**src/rtl/tbi_pkg.sv**
```systemverilog
package tbi_pkg;
  localparam int BYTE_W = 8;
  localparam logic [4:0] TEN_BIT_TAG = 5'b11110;

  typedef enum logic [2:0] {
    ST_IDLE,
    ST_ADDR_HI,
    ST_ADDR_LO,
    ST_DATA,
    ST_IGNORE
  } rxState_e;

  typedef struct packed {
    logic shiftBit;
    logic loadBuf;
    logic setOvf;
    logic setIrq;
    logic setUpd;
  } dpStrobe_t;
endpackage

```
**src/rtl/tbi_line_filter.sv**
```systemverilog
module tbi_line_filter #(
  parameter int FILT_LEN = 3
) (
  input  logic clk,
  input  logic rstN,
  input  logic rawIn,
  output logic filtOut
);
  localparam int CW = $clog2(FILT_LEN + 1);

  logic [1:0]    syncQ;
  logic [CW-1:0] agreeCnt;

  // two-flop synchronizer, then accept a new level only after FILT_LEN equal samples
  always_ff @(posedge clk or negedge rstN) begin
    if (!rstN) begin
      syncQ    <= 2'b11;
      filtOut  <= 1'b1;
      agreeCnt <= '0;
    end else begin
      syncQ <= {syncQ[0], rawIn};
      if (syncQ[1] != filtOut) begin
        if (agreeCnt == CW'(FILT_LEN - 1)) begin
          filtOut  <= syncQ[1];
          agreeCnt <= '0;
        end else begin
          agreeCnt <= agreeCnt + CW'(1);
        end
      end else begin
        agreeCnt <= '0;
      end
    end
  end
endmodule

```
**src/rtl/tbi_datapath.sv**
```systemverilog
module tbi_datapath import tbi_pkg::*; (
  input  logic              clk,
  input  logic              rstN,
  input  dpStrobe_t         strb,
  input  logic              sdaBit,
  input  logic              addrWr,
  input  logic [BYTE_W-1:0] addrWdata,
  input  logic              bufRd,
  input  logic              ovfClr,
  input  logic              irqClr,
  output logic [BYTE_W-1:0] shiftQ,
  output logic [BYTE_W-1:0] addrReg,
  output logic [BYTE_W-1:0] rxData,
  output logic              bufFull,
  output logic              ovfl,
  output logic              updNeeded,
  output logic              irq
);
  always_ff @(posedge clk or negedge rstN) begin
    if (!rstN) begin
      shiftQ    <= '0;
      addrReg   <= '0;
      rxData    <= '0;
      bufFull   <= 1'b0;
      ovfl      <= 1'b0;
      updNeeded <= 1'b0;
      irq       <= 1'b0;
    end else begin
      if (strb.shiftBit) shiftQ <= {shiftQ[BYTE_W-2:0], sdaBit};
      if (addrWr) addrReg <= addrWdata;
      if (strb.loadBuf) rxData <= shiftQ;

      // hardware set wins over a host clear landing in the same cycle
      if (strb.loadBuf)  bufFull <= 1'b1;
      else if (bufRd)    bufFull <= 1'b0;

      if (strb.setOvf)   ovfl <= 1'b1;
      else if (ovfClr)   ovfl <= 1'b0;

      if (strb.setIrq)   irq <= 1'b1;
      else if (irqClr)   irq <= 1'b0;

      if (strb.setUpd)   updNeeded <= 1'b1;
      else if (addrWr)   updNeeded <= 1'b0;
    end
  end
endmodule

```
**src/rtl/tbi_ctrl.sv**
```systemverilog
module tbi_ctrl import tbi_pkg::*; (
  input  logic              clk,
  input  logic              rstN,
  input  logic              sclF,
  input  logic              sdaF,
  input  logic [BYTE_W-1:0] shiftQ,
  input  logic [BYTE_W-1:0] addrReg,
  input  logic              bufFull,
  input  logic              stretchEn,
  input  logic              addrWr,
  input  logic              relWr,
  output dpStrobe_t         strb,
  output logic              sdaOe,
  output logic              sclOe
);
  localparam logic [3:0] LAST_BIT = 4'(BYTE_W);
  localparam logic [3:0] ACK_BIT  = 4'(BYTE_W + 1);

  rxState_e   state;
  logic [3:0] bitCnt;
  logic       sclPrev, sdaPrev, holdAddr, holdData;
  logic       sclRise, sclFall, startCond, stopCond, busy;
  logic       decideNow, ackEndNow, hiMatch, loMatch, ackNow;

  always_comb begin
    sclRise   = sclF & ~sclPrev;
    sclFall   = ~sclF & sclPrev;
    startCond = sclF & sclPrev & sdaPrev & ~sdaF;
    stopCond  = sclF & sclPrev & ~sdaPrev & sdaF;
    busy      = (state == ST_ADDR_HI) || (state == ST_ADDR_LO) || (state == ST_DATA);
    decideNow = busy && sclFall && (bitCnt == LAST_BIT);
    ackEndNow = busy && sclFall && (bitCnt == ACK_BIT);
    hiMatch   = (shiftQ[7:3] == TEN_BIT_TAG) && (shiftQ[2:1] == addrReg[2:1]) && !shiftQ[0];
    loMatch   = (shiftQ == addrReg);
    case (state)
      ST_ADDR_HI: ackNow = hiMatch;
      ST_ADDR_LO: ackNow = loMatch;
      ST_DATA:    ackNow = !bufFull;
      default:    ackNow = 1'b0;
    endcase
    strb          = '0;
    strb.shiftBit = busy && sclRise && (bitCnt < LAST_BIT);
    strb.loadBuf  = decideNow && (state == ST_DATA) && !bufFull;
    strb.setOvf   = decideNow && (state == ST_DATA) && bufFull;
    strb.setIrq   = ackEndNow && (sdaOe || (state == ST_DATA));
    strb.setUpd   = ackEndNow && sdaOe && ((state == ST_ADDR_HI) || (state == ST_ADDR_LO));
  end

  always_ff @(posedge clk or negedge rstN) begin
    if (!rstN) begin
      state    <= ST_IDLE;
      bitCnt   <= '0;
      sclPrev  <= 1'b1;
      sdaPrev  <= 1'b1;
      sdaOe    <= 1'b0;
      holdAddr <= 1'b0;
      holdData <= 1'b0;
    end else begin
      sclPrev <= sclF;
      sdaPrev <= sdaF;
      if (startCond || stopCond) begin
        state    <= startCond ? ST_ADDR_HI : ST_IDLE;
        bitCnt   <= '0;
        sdaOe    <= 1'b0;
        holdAddr <= 1'b0;
        holdData <= 1'b0;
      end else begin
        if (addrWr) holdAddr <= 1'b0;
        if (relWr)  holdData <= 1'b0;
        if (busy && sclRise && (bitCnt < ACK_BIT)) bitCnt <= bitCnt + 4'd1;
        if (decideNow) begin
          sdaOe <= ackNow;
          if (!ackNow && (state != ST_DATA)) state <= ST_IGNORE;
        end
        if (ackEndNow) begin
          bitCnt <= '0;
          sdaOe  <= 1'b0;
          if (sdaOe) begin
            case (state)
              ST_ADDR_HI: begin state <= ST_ADDR_LO; holdAddr <= 1'b1; end
              ST_ADDR_LO: begin state <= ST_DATA;    holdAddr <= 1'b1; end
              ST_DATA:    holdData <= stretchEn;
              default:    ;
            endcase
          end
        end
      end
    end
  end

  assign sclOe = holdAddr | holdData;
endmodule

```
**src/rtl/tbi_target.sv**
```systemverilog
module tbi_target import tbi_pkg::*; #(
  parameter int FILT_LEN = 3
) (
  input  logic              clk,
  input  logic              rstN,
  input  logic              sclIn,
  input  logic              sdaIn,
  output logic              sclOe,
  output logic              sdaOe,
  input  logic              stretchEn,
  input  logic              addrWr,
  input  logic [BYTE_W-1:0] addrWdata,
  input  logic              bufRd,
  output logic [BYTE_W-1:0] rxData,
  output logic              bufFull,
  output logic              ovfl,
  input  logic              ovfClr,
  output logic              updNeeded,
  input  logic              relWr,
  output logic              irq,
  input  logic              irqClr
);
  logic [1:0]        rawLines, lineF;
  logic [BYTE_W-1:0] shiftQ, addrReg;
  dpStrobe_t         strb;

  assign rawLines = {sdaIn, sclIn};

  for (genvar g = 0; g < 2; g++) begin : gLine
    tbi_line_filter #(.FILT_LEN(FILT_LEN)) uFilt (
      .clk(clk), .rstN(rstN), .rawIn(rawLines[g]), .filtOut(lineF[g])
    );
  end

  tbi_ctrl uCtrl (
    .clk(clk), .rstN(rstN), .sclF(lineF[0]), .sdaF(lineF[1]),
    .shiftQ(shiftQ), .addrReg(addrReg), .bufFull(bufFull),
    .stretchEn(stretchEn), .addrWr(addrWr), .relWr(relWr),
    .strb(strb), .sdaOe(sdaOe), .sclOe(sclOe)
  );

  tbi_datapath uDp (
    .clk(clk), .rstN(rstN), .strb(strb), .sdaBit(lineF[1]),
    .addrWr(addrWr), .addrWdata(addrWdata), .bufRd(bufRd),
    .ovfClr(ovfClr), .irqClr(irqClr), .shiftQ(shiftQ), .addrReg(addrReg),
    .rxData(rxData), .bufFull(bufFull), .ovfl(ovfl),
    .updNeeded(updNeeded), .irq(irq)
  );
endmodule

```
**config.mk**
```make
export PLATFORM = sky130hd
export DESIGN_NAME = tbi_target
export DESIGN_NICKNAME = d
export VERILOG_FILES = /design/src/rtl/tbi_pkg.sv /design/src/rtl/tbi_line_filter.sv /design/src/rtl/tbi_datapath.sv /design/src/rtl/tbi_ctrl.sv /design/src/rtl/tbi_target.sv
export SDC_FILE = /design/constraint.sdc
export NUM_CORES = 1
export LEC_CHECK = 0
export BUFFER_PORTS_ARGS = -buffer_cell sky130_fd_sc_hd__buf_2
export CORE_MARGIN = 2
export CORE_UTILIZATION = 40
export DETAILED_ROUTE_END_ITERATION = 10
export HOLD_SLACK_MARGIN = 0.12
export PLACE_DENSITY = 0.68
export SKIP_LAST_GASP = 1
export SYNTH_ARGS = -nofsm -noshare
export SYNTH_HDL_FRONTEND = slang
export SYNTH_HIERARCHICAL = 1
export SYNTH_SLANG_ARGS = --single-unit
```
**constraint.sdc**
```tcl
create_clock -name clk -period 1.7 [get_ports clk]
set_input_delay 0.17 -clock clk [delete_from_list [all_inputs] [get_ports clk]]
set_output_delay 0.17 -clock clk [all_outputs]
set_load 0.01 [all_outputs]
```
After elaboration in Yosys (flattened, before gate mapping)
Index checks and enable logic that the tools add are counted.

Flip-flop bits (word level): 50. Input port bits: 18. Output and inout bits: 14.

$add $sub $neg: 3. Order comparisons: 2. Equality and inequality tests: 13. Multiplexer cells: 36. Bitwise operators: 12. Reductions and logical operators: 31.

Operator list (number): $mux 1 (22); $logic_and 1x1->1 (15); $mux 3 (5); $mux 4 (3); $eq 4x4->1 const B (2); $eq 8x8->1 (1); $lt 4x4->1 const B (2); $mux 2 (4); $reduce_bool 2->1 (4); $and 1x1->1 (7); $eq 3x2->1 const B (2); $pmux 3 s2 (1); $reduce_bool 3->1 (2); $eq 5x5->1 const B (1); $add 2x1->2 const B (2); $add 4x1->4 const B (1); $eq 2x2->1 const B (2); $logic_or 1x1->1 (4); $not 1->1 (4); $reduce_and 2->1 (2); $eq 3x1->1 const B (1); $logic_not 1->1 (3); $ne 3x2->1 const B (1); $pmux 1 s3 (1); 4 further kinds (5).

Logic depth before layout (Yosys ltp)
Word-level depth: 12. Gate-level depth with buffers: 7. Gate-level depth less buffers: 7.

By module
The synthesis kept the hierarchy.

Modules (own cells, without submodules): tbi_datapath (times used 1, cells each 63, area an instance 1141.1 sq um); tbi_ctrl (times used 1, cells each 98, area an instance 910.9 sq um); tbi_line_filter (times used 2, cells each 10, area an instance 178.9 sq um).

Worst setup path before layout
No wires, ideal clock.

Path kind: flip-flop to flip-flop. Start: register uCtrl.state[2]. End: register uDp.rxData[0]. Library setup time: 0.125 ns. Arrival: 1.510 ns. Data required time: 1.575 ns. Setup slack: 0.065 ns. Stages on the path, launching flop included: 7. Path through: dfrtp_1 buf_6 nand4bb_4 nor2_1 and3_1 buf_6 mux2_4.

RTL lines: from (decl) (RTL line tbi_ctrl.sv:19) `rxState_e state;`; from (signal assigned) (RTL line tbi_ctrl.sv:62) `state <= startCond ? ST_ADDR_HI : ST_IDLE;`; to (signal assigned) (RTL line tbi_datapath.sv:31) `if (strb.loadBuf) rxData <= shiftQ;`; to (decl) (RTL line tbi_datapath.sv:13) `output logic [BYTE_W-1:0] rxData,`.

Worst setup path after layout
Start: register uCtrl.bitCnt[1]. End: register uCtrl.bitCnt[0].

Cells in the longest elaborated chain, start to end: 4. Elaborated cells between the ends (all ways): 7. Classes of those cells: 1 x order compare; 1 x eq/ne; 2 x mux; 3 x reduce/logical.

RTL lines: from (decl) (RTL line tbi_ctrl.sv:20) `logic [3:0] bitCnt;`; from (signal assigned) (RTL line tbi_ctrl.sv:70) `if (busy && sclRise && (bitCnt < ACK_BIT)) bitCnt <= bitCnt + 4'd1;`; parallel branches: the longest is 4 deep, another holds $lt 4x4->1.

Several ways; the timed one is not identified. A chain may end at the register's enable or synchronous reset.

==> metrics.cfg <==
[timing]
fmax_ghz = 0.620
fin_crit_sh_pct = 94.9
grt_setup_unrepaired = yes
min_period_ns = 1.61
finalWorstSetupSlack_ns = 0.0861
hold-worst-slack_ns = 0.125
finalHoldViolCount = 0
worstMarginPinSlew_ns = 0.494
slew_viol_final = 0
setup_violations = 0
clock_skew_ns = 0.0133
maxSlewHeadroom_pct = 67.1

[floorplanning]
fp.dieH_um = 81.6
ios = 32
row_count = 28
chipWidth_um = 81.6
coreArea_sq_mm = 0.00589
fp.dieArea_sq_mm = 0.00666
initial_core_util_pct = 40.9

[placed_design]
dp_hpwl_um = 2920
io_buffers = 31
dp_slack_ns = 0.00622
dp.cells = 289
globalplace.congestion = 0.790

[global_routing]
antenna_found_initial = 0
grt_overflow_total = 0
grt_usage_pct = 14.0
grt_max_degree = 31
grt_first_pass_wirelength_um = 6960
grt_pass1_vias = 1510

[clocking]
worstSkewPairLatency_ns = 0.31
clk_pin_slew_worst_paths_ns = 0.10
cts_buffers = 5
clock_path_buffers = 2
cts_tree = yes
cts.sink_count = 50
htreeDepth = 2
root_buffer = clkbuf_8

[synthesis]
synth_edf_count = 0
synth.net_count = 202
synth_top_area_cell = dfrtp_1
avgSynthCellArea_sq_um = 13.3
seq_area_frac_synth_pct = 52.3
synth-main-ff-cell = dfrtp_1
yosys_warnings = 6
ys_ff_latch = 50
synthTopCellsByArea = dfrtp_1 (44%), mux2_4 (16%), dfstp_2 (8.7%)
async_flop_share_pct = 100
synth_area_sq_mm = 0.00241
synthCells = 181
synth_cell_types = 38
synth_top_area_share_pct = 43.6

[setup_path]
cpLargestDelayFamily = compound AO/OA/AOI/OAI gates
cp-start-kind = flip-flop
cpPeakStageDelay_ns = 0.43
path_buf_inv = 2
arrival_ns = 1.81
crit_path_end_kind = flip-flop
cp_slowest_cell = a2111oi_4
path_class = reg2reg
required_ns = 1.90
crit_chain = inv_2, ha_4, nand2b_4, a2111oi_4, buf_4, xnor2_1, nor2_1
path_max_fanout = 4

[drt]
drc_errors = 0
wl_per_cell_um = 13.4
firstDrtPassIters = 4
first_iter_violations = 61
vias = 1507
via_per_inst = 4.85
antenna_left = 0
drt_wl_total_um = 4180

[power_and_ir_drop]
totalPowerFinal_w = 0.00386
ir_drop_mv = 0.799
powerDensity_mw_per_mm2 = 1300
leakagePower_nw = 1.42

[outcome]
status = completed

[cells_and_area]
stdcell_count = 311
layout-drive-gt1-share_pct = 42.8
post-route-util_pct = 50.4
diodes = 0
synthToLayoutAreaGrowth_pct = 23.2
nNetsFinal = 256

[min_path]
hp-class = in2reg

[run]
maxCapViolations = 0

[flip-flops by register name (all words and copies together) (netlist names), 2 cells and up]
register and cells:
gLine.uFilt/syncQ 4, uDp/addrReg 8, gLine.uFilt/agreeCnt 4, gLine.uFilt/filtOut 2
uCtrl/bitCnt 4, uCtrl/state 3, uDp/shiftQ 8, uDp/rxData 8
[worst reg2reg max path, stage by stage (launching register included)]
cell and delay, ns:
dfrtp_1 0.41, inv_2 0.10, ha_4 0.15, nand2b_4 0.06
a2111oi_4 0.43, buf_4 0.18, xnor2_1 0.11, nor2_1 0.06
[metal layers]
layer  track usage, %  part of all wire (%)  up-vias
met5                0                     0        -
met2             21.4                    46       32
met3             4.62                   4.9        6
li1                 -                     -      730
met1             19.2                    48      739
met4             4.00                   1.1        0
[timing repair]
item,CTS,global route
endpoints found under the setup margin,1,3
endpoints found under the hold margin,25,0
pin swaps,1,2
setup buffers,0,2
resized for setup,0,4
hold buffers,12,0
cloned,0,0
[cell usage in the layout, fill, tap and decap left out, types with 3 or more instances in the layout]
cell | netlist | routed
dfstp_2 | 8 | 8
buf_2 | 0 | 31
nor2_1 | 11 | 11
xnor2_1 | 10 | 10
a21o_1 | 4 | 4
nor3b_1 | 3 | 3
mux2_4 | 26 | 26
nand3_1 | 3 | 3
nand2_1 | 9 | 9
nand4_1 | 3 | 3
clkbuf_8 | 0 | 5
o21ai_0 | 3 | 3
buf_4 | 0 | 8
inv_1 | 8 | 6
nor3_1 | 4 | 4
xor2_1 | 3 | 3
dfrtp_1 | 42 | 42
nand2b_1 | 3 | 3
dlygate4sd3_1 | 0 | 12
a21oi_1 | 7 | 7
[logic make-up after synthesis]
family                   share of synthesized area [%]
AO/OA/AOI/OAI                                     7.06
XOR/XNOR                                          4.72
adder cells (fa/ha/maj)                           1.56
buffers and inverters                             4.05
flip-flops                                        52.3
multiplexers                                      16.2
AND/OR/NAND/NOR                                   14.1
[cell type report]
class,count,area [sq um]
clock buffers,5,68.8
clock inverters,3,68.8
fillers,519,2920
inverters,8,30.0
multi-input cells,117,1070
flip-flops and latches,50,1260
well taps,75,93.8
repair buffers,53,375
[Yosys cell counts, drive strengths merged (3+ instances only)]
library cell,number
nor3b,3
a21o,5
xor2,3
dfstp,8
nor2b,4
nand2b,5
a21oi,8
nand4,3
o21ai,6
buf,6
dfrtp,42
nor2,13
xnor2,10
ha,3
nor3,6
nand2,9
nand3,3
inv,8
mux2,26
[stage by stage]
stage / instance area, sq um / TNS, ns
5_1_grt: 2970 / -0.0348
4_1_cts: 2940 / 0
3_3_place_gp: 2680 / 0
6_report: 2970 / 0
2_1_floorplan: 2410 / 0
3_5_place_dp: 2680 / 0
[report_power, final]
group	internal [W]	switching [W]
logic	0.000652	0.000474
registers	0.00146	0.000295
clock network	0.000589	0.000397
[worst paths after layout]
path,slack [ns],to,startpoint,depth (start not counted)
setup / recovery,0.09,uCtrl/bitCnt[0],uCtrl/bitCnt[1],7
hold / removal,0.12,uDp/irq,irqClr,3
setup reg to reg,0.09,uCtrl/bitCnt[0],uCtrl/bitCnt[1],7
hold reg to reg,0.36,gLine[1].uFilt/syncQ[1],gLine[1].uFilt/syncQ[0],0
max in group asynchronous,0.74,gLine[0].uFilt/filtOut,rstN,3
min in group asynchronous,0.36,uDp/addrReg[5],rstN,2
Note: power is estimated with default switching activity, not from simulation.
